===== config.mk =====
export PLATFORM = sky130hd
export DESIGN_NAME = branch_likely_seq
export DESIGN_NICKNAME = d
export VERILOG_FILES = /design/src/rtl/bseq_pkg.sv /design/src/rtl/bseq_ctrl.sv /design/src/rtl/bseq_datapath.sv /design/src/rtl/branch_likely_seq.sv
export SDC_FILE = /design/constraint.sdc
export NUM_CORES = 1
export LEC_CHECK = 0
export ABC_AREA = 1
export BUFFER_PORTS_ARGS = -buffer_cell sky130_fd_sc_hd__buf_2
export CELL_PAD_IN_SITES_DETAIL_PLACEMENT = 1
export CELL_PAD_IN_SITES_GLOBAL_PLACEMENT = 1
export CORE_MARGIN = 1
export CORE_UTILIZATION = 36
export CTS_CLUSTER_DIAMETER = 150
export DETAILED_ROUTE_END_ITERATION = 8
export MAX_ROUTING_LAYER = met4
export PLACE_DENSITY = 0.86
export SYNTH_ARGS = -nofsm -noshare
export SYNTH_HDL_FRONTEND = slang
export SYNTH_SLANG_ARGS = --single-unit

===== constraint.sdc =====
create_clock -name clk -period 3.9 [get_ports clk]
set_input_delay 0.195 -clock clk [delete_from_list [all_inputs] [get_ports clk]]
set_output_delay 0.195 -clock clk [all_outputs]
set_load 0.05 [all_outputs]

===== src/rtl/bseq_pkg.sv =====
package bseq_pkg;
  localparam logic [5:0] OP_REGIMM = 6'h01;
  localparam logic [5:0] OP_J      = 6'h02;
  localparam logic [5:0] OP_JAL    = 6'h03;
  localparam logic [5:0] OP_BEQ    = 6'h04;
  localparam logic [5:0] OP_BNE    = 6'h05;
  localparam logic [5:0] OP_BLEZ   = 6'h06;
  localparam logic [5:0] OP_BGTZ   = 6'h07;
  localparam logic [5:0] OP_BEQL   = 6'h14;
  localparam logic [5:0] OP_BNEL   = 6'h15;
  localparam logic [5:0] OP_BLEZL  = 6'h16;
  localparam logic [5:0] OP_BGTZL  = 6'h17;

  typedef enum logic [1:0] {
    TGT_NONE = 2'd0,
    TGT_REL  = 2'd1,
    TGT_ABS  = 2'd2
  } tgtSel_e;

  typedef struct packed {
    logic    armPending; // save a target for after the slot
    tgtSel_e tgtSel;     // which target to save
    logic    skipSlot;   // advance by two instructions
    logic    redirect;   // apply the saved target now
    logic    trap;       // unimplemented control-flow opcode
  } ctrlStrobe_t;
endpackage


===== src/rtl/bseq_ctrl.sv =====
module bseq_ctrl
  import bseq_pkg::*;
(
  input  logic [5:0]  opcode,
  input  logic        operandsEq,
  input  logic        pendingQ,
  output ctrlStrobe_t strb
);
  logic isUnimpl;

  always_comb begin
    isUnimpl = 1'b0;
    case (opcode)
      OP_REGIMM, OP_BLEZ, OP_BGTZ,
      OP_BNEL, OP_BLEZL, OP_BGTZL: isUnimpl = 1'b1;
      default:                     isUnimpl = 1'b0;
    endcase
  end

  always_comb begin
    strb            = '0;
    strb.tgtSel     = TGT_NONE;
    strb.trap       = isUnimpl;
    if (pendingQ) begin
      // delay slot retiring: control flow in the slot is not evaluated
      strb.redirect = 1'b1;
    end else begin
      case (opcode)
        OP_BEQ: if (operandsEq) begin
          strb.armPending = 1'b1;
          strb.tgtSel     = TGT_REL;
        end
        OP_BNE: if (!operandsEq) begin
          strb.armPending = 1'b1;
          strb.tgtSel     = TGT_REL;
        end
        OP_BEQL: if (operandsEq) begin
          strb.armPending = 1'b1;
          strb.tgtSel     = TGT_REL;
        end else begin
          strb.skipSlot   = 1'b1;
        end
        OP_J, OP_JAL: begin
          strb.armPending = 1'b1;
          strb.tgtSel     = TGT_ABS;
        end
        default: ;
      endcase
    end
  end
endmodule


===== src/rtl/bseq_datapath.sv =====
module bseq_datapath
  import bseq_pkg::*;
#(
  parameter int XLEN  = 32,
  parameter int IDX_W = 26,
  parameter int OFF_W = 16
) (
  input  logic             clk,
  input  logic             rstN,
  input  logic             stepEn,
  input  logic [XLEN-1:0]  rsVal,
  input  logic [XLEN-1:0]  rtVal,
  input  logic [XLEN-1:0]  pc,
  input  logic [IDX_W-1:0] instrIdx,
  input  ctrlStrobe_t      strb,
  output logic             operandsEq,
  output logic             pendingQ,
  output logic [XLEN-1:0]  nextPc
);
  localparam int EXT_W  = XLEN - OFF_W - 2;
  localparam int HIGH_W = XLEN - IDX_W - 2;
  localparam logic [XLEN-1:0] STEP1 = XLEN'(4);
  localparam logic [XLEN-1:0] STEP2 = XLEN'(8);

  logic [XLEN-1:0] pcPlus4;
  logic [XLEN-1:0] pcPlus8;
  logic [XLEN-1:0] relOffset;
  logic [XLEN-1:0] relTarget;
  logic [XLEN-1:0] absTarget;
  logic [XLEN-1:0] newTarget;
  logic [XLEN-1:0] targetQ;

  assign operandsEq = (rsVal == rtVal);
  assign pcPlus4    = pc + STEP1;
  assign pcPlus8    = pc + STEP2;

  generate
    if (EXT_W > 0) begin : g_sext
      assign relOffset = {{EXT_W{instrIdx[OFF_W-1]}}, instrIdx[OFF_W-1:0], 2'b00};
    end else begin : g_trunc
      assign relOffset = XLEN'({instrIdx[OFF_W-1:0], 2'b00});
    end
  endgenerate

  assign relTarget = pcPlus4 + relOffset;
  assign absTarget = {pcPlus4[XLEN-1 -: HIGH_W], instrIdx, 2'b00};

  always_comb begin
    case (strb.tgtSel)
      TGT_REL: newTarget = relTarget;
      TGT_ABS: newTarget = absTarget;
      default: newTarget = pcPlus4;
    endcase
  end

  always_ff @(posedge clk) begin
    if (!rstN) begin
      pendingQ <= 1'b0;
      targetQ  <= '0;
    end else if (stepEn) begin
      if (strb.redirect) begin
        pendingQ <= 1'b0;
      end else if (strb.armPending) begin
        pendingQ <= 1'b1;
        targetQ  <= newTarget;
      end
    end
  end

  always_comb begin
    if (strb.redirect)      nextPc = targetQ;
    else if (strb.skipSlot) nextPc = pcPlus8;
    else                    nextPc = pcPlus4;
  end
endmodule


===== src/rtl/branch_likely_seq.sv =====
module branch_likely_seq
  import bseq_pkg::*;
#(
  parameter int XLEN  = 32,
  parameter int IDX_W = 26
) (
  input  logic             clk,
  input  logic             rstN,
  input  logic             stepEn,
  input  logic [5:0]       opcode,
  input  logic [XLEN-1:0]  rsVal,
  input  logic [XLEN-1:0]  rtVal,
  input  logic [XLEN-1:0]  pc,
  input  logic [IDX_W-1:0] instrIdx,
  output logic [XLEN-1:0]  nextPc,
  output logic             branchPending,
  output logic             squashSlot,
  output logic             trapUnimpl
);
  localparam int OFF_W = 16;

  ctrlStrobe_t strb;
  logic        operandsEq;
  logic        pendingQ;

  bseq_ctrl u_ctrl (
    .opcode     (opcode),
    .operandsEq (operandsEq),
    .pendingQ   (pendingQ),
    .strb       (strb)
  );

  bseq_datapath #(
    .XLEN  (XLEN),
    .IDX_W (IDX_W),
    .OFF_W (OFF_W)
  ) u_dp (
    .clk        (clk),
    .rstN       (rstN),
    .stepEn     (stepEn),
    .rsVal      (rsVal),
    .rtVal      (rtVal),
    .pc         (pc),
    .instrIdx   (instrIdx),
    .strb       (strb),
    .operandsEq (operandsEq),
    .pendingQ   (pendingQ),
    .nextPc     (nextPc)
  );

  assign branchPending = pendingQ;
  assign squashSlot    = strb.skipSlot;
  assign trapUnimpl    = strb.trap;
endmodule


Word-level counts from Yosys, hierarchy flattened
Index checks and enable logic that the tools add are counted.
{"block": "word_totals", "out_inout_bits": 35, "inputBits": 131, "wordCells": 39, "regBits": 33}
{"block": "classes", "n_addsub": 3, "muxes": 13, "n_bitwise": 1, "reduce_logical": 6, "eq_ne": 14}
{"op": "32-bit 2-to-1 mux", "n": 2}
{"op": "32-bit case mux with 2 select lines", "n": 1}
{"op": "32-bit by 3-bit adder with 32-bit output, second input constant", "n": 1}
{"op": "32-bit adder", "n": 1}
{"op": "32-bit by 4-bit adder with 32-bit output, second input constant", "n": 1}
{"op": "32-bit == test", "n": 1}
{"op": "6-bit by 3-bit == test with 1-bit output, second input constant", "n": 4}
{"op": "6-bit by 5-bit == test with 1-bit output, second input constant", "n": 4}
{"op": "6-bit by 2-bit == test with 1-bit output, second input constant", "n": 2}
{"op": "3-bit case mux with 3 select lines", "n": 1}
{"op": "6-bit by 1-bit == test with 1-bit output, second input constant", "n": 1}
{"op": "1-bit 2-to-1 mux", "n": 6}
{"op": "3-bit 2-to-1 mux", "n": 2}
{"op": "6-bit OR reduction", "n": 1}
{"op": "4-bit 2-to-1 mux", "n": 1}
{"op": "2-bit OR reduction", "n": 2}
{"op": "3-bit AND reduction", "n": 1}
{"op": "2-bit by 1-bit == test with 1-bit output, second input constant", "n": 1}
{"op": "2-bit == test, second input constant", "n": 1}
{"op": "2-bit AND reduction", "n": 1}
{"op": "2-bit nonzero test", "n": 1}
{"op": "1-bit inverter", "n": 1}

Depth between registers and ports, before layout
{"block": "logic_depth", "word_depth": 6, "mapped_depth": 24, "depth_no_buf": 24}

Hierarchy
A second synthesis with hierarchy kept.
{"block": "hier_totals", "cells_unflattened": 1184, "area_unflattened_um2": 6324.8}
{"mod": "bseq_datapath", "seq_area_each_um2": 660.6, "area_each_um2": 6175.9, "cells_per_inst": 1154, "n_inst": 1}
{"mod": "bseq_ctrl", "seq_area_each_um2": 0.0, "area_each_um2": 148.9, "cells_per_inst": 30, "n_inst": 1}

Worst setup path after synthesis
Ideal clock, no wire load.
{"block": "synth_timing", "path_kind": "register -> output", "from": "reg u_dp.pendingQ", "to": "out nextPc[13]", "setup_slack_ns": 0.951, "arrival_ns": 2.754, "path_buffers": 2, "stages_incl_launch_ff": 8, "t_required_ns": 3.705, "cell_sequence": "dfxtp_1 clkbuf_1 nor4_1 nand2_1 inv_1 clkbuf_1 nand3_1 a21oi_1"}
{"block": "synth_via", "elab_chain_cells": 3, "word_cells_on_any_way": 4, "cone_classes": "mux (4)"}
{"element": "start: declaration", "line_no": "bseq_datapath.sv:17", "text": "output logic pendingQ,"}
{"element": "start signal: assignment", "line_no": "bseq_datapath.sv:58", "text": "pendingQ <= 1'b0;"}
{"element": "start signal: assignment", "line_no": "bseq_datapath.sv:62", "text": "pendingQ <= 1'b0;"}
{"element": "start signal: assignment", "line_no": "bseq_datapath.sv:64", "text": "pendingQ <= 1'b1;"}
{"element": "4-bit 2-to-1 mux", "line_no": "bseq_ctrl.sv:24", "text": "if (pendingQ) begin"}
{"element": "named net squashSlot", "line_no": "branch_likely_seq.sv:17", "text": "output logic squashSlot,"}
{"element": "32-bit 2-to-1 mux", "line_no": "bseq_datapath.sv:72", "text": "else if (strb.skipSlot) nextPc = pcPlus8;"}
{"element": "32-bit 2-to-1 mux", "line_no": "bseq_datapath.sv:71", "text": "if (strb.redirect) nextPc = targetQ;"}
{"element": "end: declaration", "line_no": "branch_likely_seq.sv:15", "text": "output logic [XLEN-1:0] nextPc,"}
The timed path passes the listed nets, and every way through them passes these cells.

Worst setup path after layout
{"block": "layout_timing", "from": "in pc[4]", "to": "reg u_dp.targetQ[30]"}
{"block": "layout_via", "elab_chain_cells": 3}
{"element": "start: declaration", "line_no": "branch_likely_seq.sv:13", "text": "input logic [XLEN-1:0] pc,"}
{"element": "32-bit by 3-bit adder with 32-bit output *", "line_no": "bseq_datapath.sv:34", "text": "assign pcPlus4 = pc + STEP1;"}
{"element": "32-bit adder", "line_no": "bseq_datapath.sv:45", "text": "assign relTarget = pcPlus4 + relOffset;"}
{"element": "32-bit case mux with 2 select lines *", "line_no": "bseq_datapath.sv:49", "text": "case (strb.tgtSel)"}
{"element": "end signal: assignment", "line_no": "bseq_datapath.sv:65", "text": "targetQ <= newTarget;"}
{"element": "end: declaration", "line_no": "bseq_datapath.sv:31", "text": "logic [XLEN-1:0] targetQ;"}
Every way passes the cells marked *; elsewhere a longest branch is shown, timed or not.
A chain may end at the register's enable or synchronous reset.

==> key figures <==
Die
  – Initial Util: 36.7%
  – Site Rows: 48
  – Die W: 134 um
  – I/O pin cnt: 166
  – Die area: 18000 um2
  – Core area: 17200 um2
  – Die Ht: 134 um

Status
  – Outcome: finished clean

GRT
  – First-pass GRT wire length: 43100 um
  – Vias in the first global route: 8289
  – Largest net degree at the start of global routing: 37
  – Gr ovfl total: 0
  – Initial antenna violation count: 0
  – GRT Util Overall: 31.4%

Setup path
  – Critical Path Source Type: input port
  – Crit. End Element: flop
  – Crit-path slowest cell: nor3_4
  – Crit Path Category: in -> reg
  – Crit path buffers/inverters: 5
  – R2R depth: 7
  – Worst flop-to-flop path endpoint: u_dp.targetQ[11]
  – Crit-path most repeated cell: nor2_1
  – Worst-path cell chain: buf_2, ha_1, inv_1, nor3_4, nand2_2, nor2_2, inv_2, o21ai_2, nor2_1, nor2_1, inv_1, ha_1, nand2_1, inv_1, a21oi_1, nor2_1, nor2_1, nand2_1, a21oi_1, nand2_1, nand2_1, nor2_1, nor2_1, nor2_1
  – Arr. time, crit path: 3.61 ns
  – Reg-to-reg setup timing slack: 1.05 ns
  – Max incr delay on CP: 0.35 ns
  – Worst R2R Start: u_dp.pendingQ
  – Required time worst endpoint: 4.08 ns
  – Crit-path max FO: 5
  – Delay-heaviest family, CP: simple AND/OR/NAND/NOR gates

Logic synthesis
  – Synth warn: 0
  – Mapped cell area: 6300 um2
  – Async SR Flop Fraction: 0%
  – Post-Syn Instances: 1215
  – Post-synthesis sequential area ratio: 10.5%
  – Top-area cell type share of the netlist area: 24.7%
  – Mux contribution to synthesized area: 0%
  – Post-synth top area cell: nand2_1
  – Cell variety after synth: 45
  – Ranking of synthesized cells by area: nand2_1 (25%), dfxtp_1 (10%), inv_1 (10%)
  – EDFF count, synth: 0
  – Register bit count reported by yosys: 33
  – Post-synthesis simple-gate area fraction: 45.0%
  – Syn_area_per_cell: 5.19 um2
  – Synth Area in Compound Gates: 16.5%
  – Synth Area in Adders: 7.47%
  – Syn nets: 1383
  – Dominant synthesized flop cell: dfxtp_1
  – Xor-xnor portion of the synthesized cell area: 7.35%
  – Main combinational cell family by area after synthesis: simple AND/OR/NAND/NOR gates

Clocking
  – Clock slew at reported path FFs: 0.06 ns
  – CTS root buf: clkbuf_16
  – Clock buffer depth: 2
  – Clk_lat worst skew: 0.29 ns
  – CTS Buf Count: 5
  – H-tree depth: 2
  – Setup bufs post-CTS: 0
  – TritonCTS clock tree: yes
  – Hold_buf cts: 0
  – CTS resizes: 0
  – Clk sinks: 33

Cells and area
  – Post-route cell area: 7510 um2
  – Multi-input gate area: 4810 um2
  – Number of fill cells: 2643
  – Most frequent cells in the layout: nand2_1 (415), inv_1 (176), buf_2 (165)
  – Commonest non-fill, non-tap cell in the layout: nand2_1
  – NumNets Final: 1535
  – FF+latch area: 661 um2
  – Ant diodes: 0
  – Share of cells above drive strength 1: 16.0%
  – Area Overhead vs Synth: 19.2%

Timing
  – Slew headroom: 36.6%
  – Slew @ Worst Pin: 0.949 ns
  – Final Hold Fails: 0
  – Finish-stage setup viols: 0
  – Max frequency: 0.292 GHz
  – Max Slew Vio Count: 0
  – Worst Skew: 0.00845 ns
  – Final Cycle Share: 87.9%
  – Crit path time final: 3.43 ns
  – Setup TNS: 0 ns
  – RSZ-0062 raised after global routing: false

Detailed routing
  – # DRC: 0
  – Wl on met1: 12500 um
  – Post-route ant nets: 0
  – Initial DRC Count: 581
  – Vias per Instance: 5.30
  – DR WL/cell: 17.1 um
  – Routed met2 length: 12500 um
  – Uppermost layer routed: met4
  – WL final: 27200 um
  – WL met3: 1350 um
  – Routed vias: 8436
  – Drt pass-1 iters: 5

Worst hold path
  – Worst hold path class: in -> reg
  – Hold wc startpoint: pc[0]
  – Hold endpoint: u_dp.targetQ[0]
  – Hold Crit Depth: 5

Placed design
  – Cell Area, Placed: 7370 um2
  – GPL Wtd Cong: 0.983
  – Post-DP HPWL: 23000 um
  – Port Buffers: 165

Run
  – Max_cap viols: 0

Power and ir drop
  – Worst IR Drop VDD: 0.000145 V
  – Pwr Total: 1.53 mW
  – Leak: 4.02 nW
  – P per Cell Area: 204 nW/um2
worst max-delay path by stage:
stage	startpoint	to	slack [ns]	depth (start not counted)
5_1_grt	pc[3]	u_dp.targetQ[30]	0.18	24
6_report	pc[4]	u_dp.targetQ[30]	0.47	24
2_1_floorplan	u_dp.pendingQ	nextPc[13]	0.95	7
3_3_place_gp	pc[4]	u_dp.targetQ[30]	0.29	24
4_1_cts	pc[4]	u_dp.targetQ[30]	0.49	24
3_5_place_dp	pc[4]	u_dp.targetQ[30]	0.25	24
flip-flops by register name (all words and copies together) (netlist names):
name / count
u_dp.pendingQ: 1
u_dp.targetQ: 32
synth_stat cells, types with 8 or more instances:
cell and instances:
nand2_1 415, inv_1 176, nor2_1 142, a21oi_1 83, o21ai_0 70, nand3_1 58
ha_1 36, dfxtp_1 33, xor2_1 27, xnor2_1 24, clkbuf_1 22, o21ai_1 18
nand4_1 12, nor3_1 10, buf_2 8
power breakdown:
part | switching, mW | total (mW) | internal [mW]
registers | 0.00365 | 0.347 | 0.343
logic | 0.535 | 0.784 | 0.249
clock network | 0.153 | 0.404 | 0.251
area by class of cell:
class / count / share of cell area (%)
sequential: 33 / 8.79
timing repair buffer: 178 / 12.3
tap: 225 / 3.75
multi-input combinational: 964 / 64.0
clock buffer: 7 / 1.90
inverter: 185 / 9.24
stage by stage:
stage	instances	setup slack, ns	utilization [%]	hold slack (ns)
5_1_grt	1592	0.182	43.7	0.294
6_report	1592	0.473	43.7	0.271
4_1_cts	1592	0.495	43.7	0.252
2_1_floorplan	1215	0.951	-	0.333
3_5_place_dp	1585	0.245	42.9	0.450
3_3_place_gp	1585	0.285	42.9	0.444
worst register-to-register path, stage by stage (launching register included):
cell and delay [ns]:
dfxtp_1 0.57, buf_4 0.42, clkinv_1 0.71, nand3_1 0.39, buf_4 0.38, nand2_1 0.12
nand2_1 0.09, a21oi_1 0.05
per-layer routing:
metal  vias to the layer above  GRT usage (%)
met2                       283           51.5
met3                        53           2.31
met1                      3973           40.5
li1                       4127              -
met5                         -              -
met4                         0           11.5
cell families after synthesis:
family	Yosys count
xor+xnor	52
flops	33
fa+ha+maj	37
compound gates	195
buf+inv	218
simple gates	680
No activity file was read; power rests on OpenSTA's default activity.
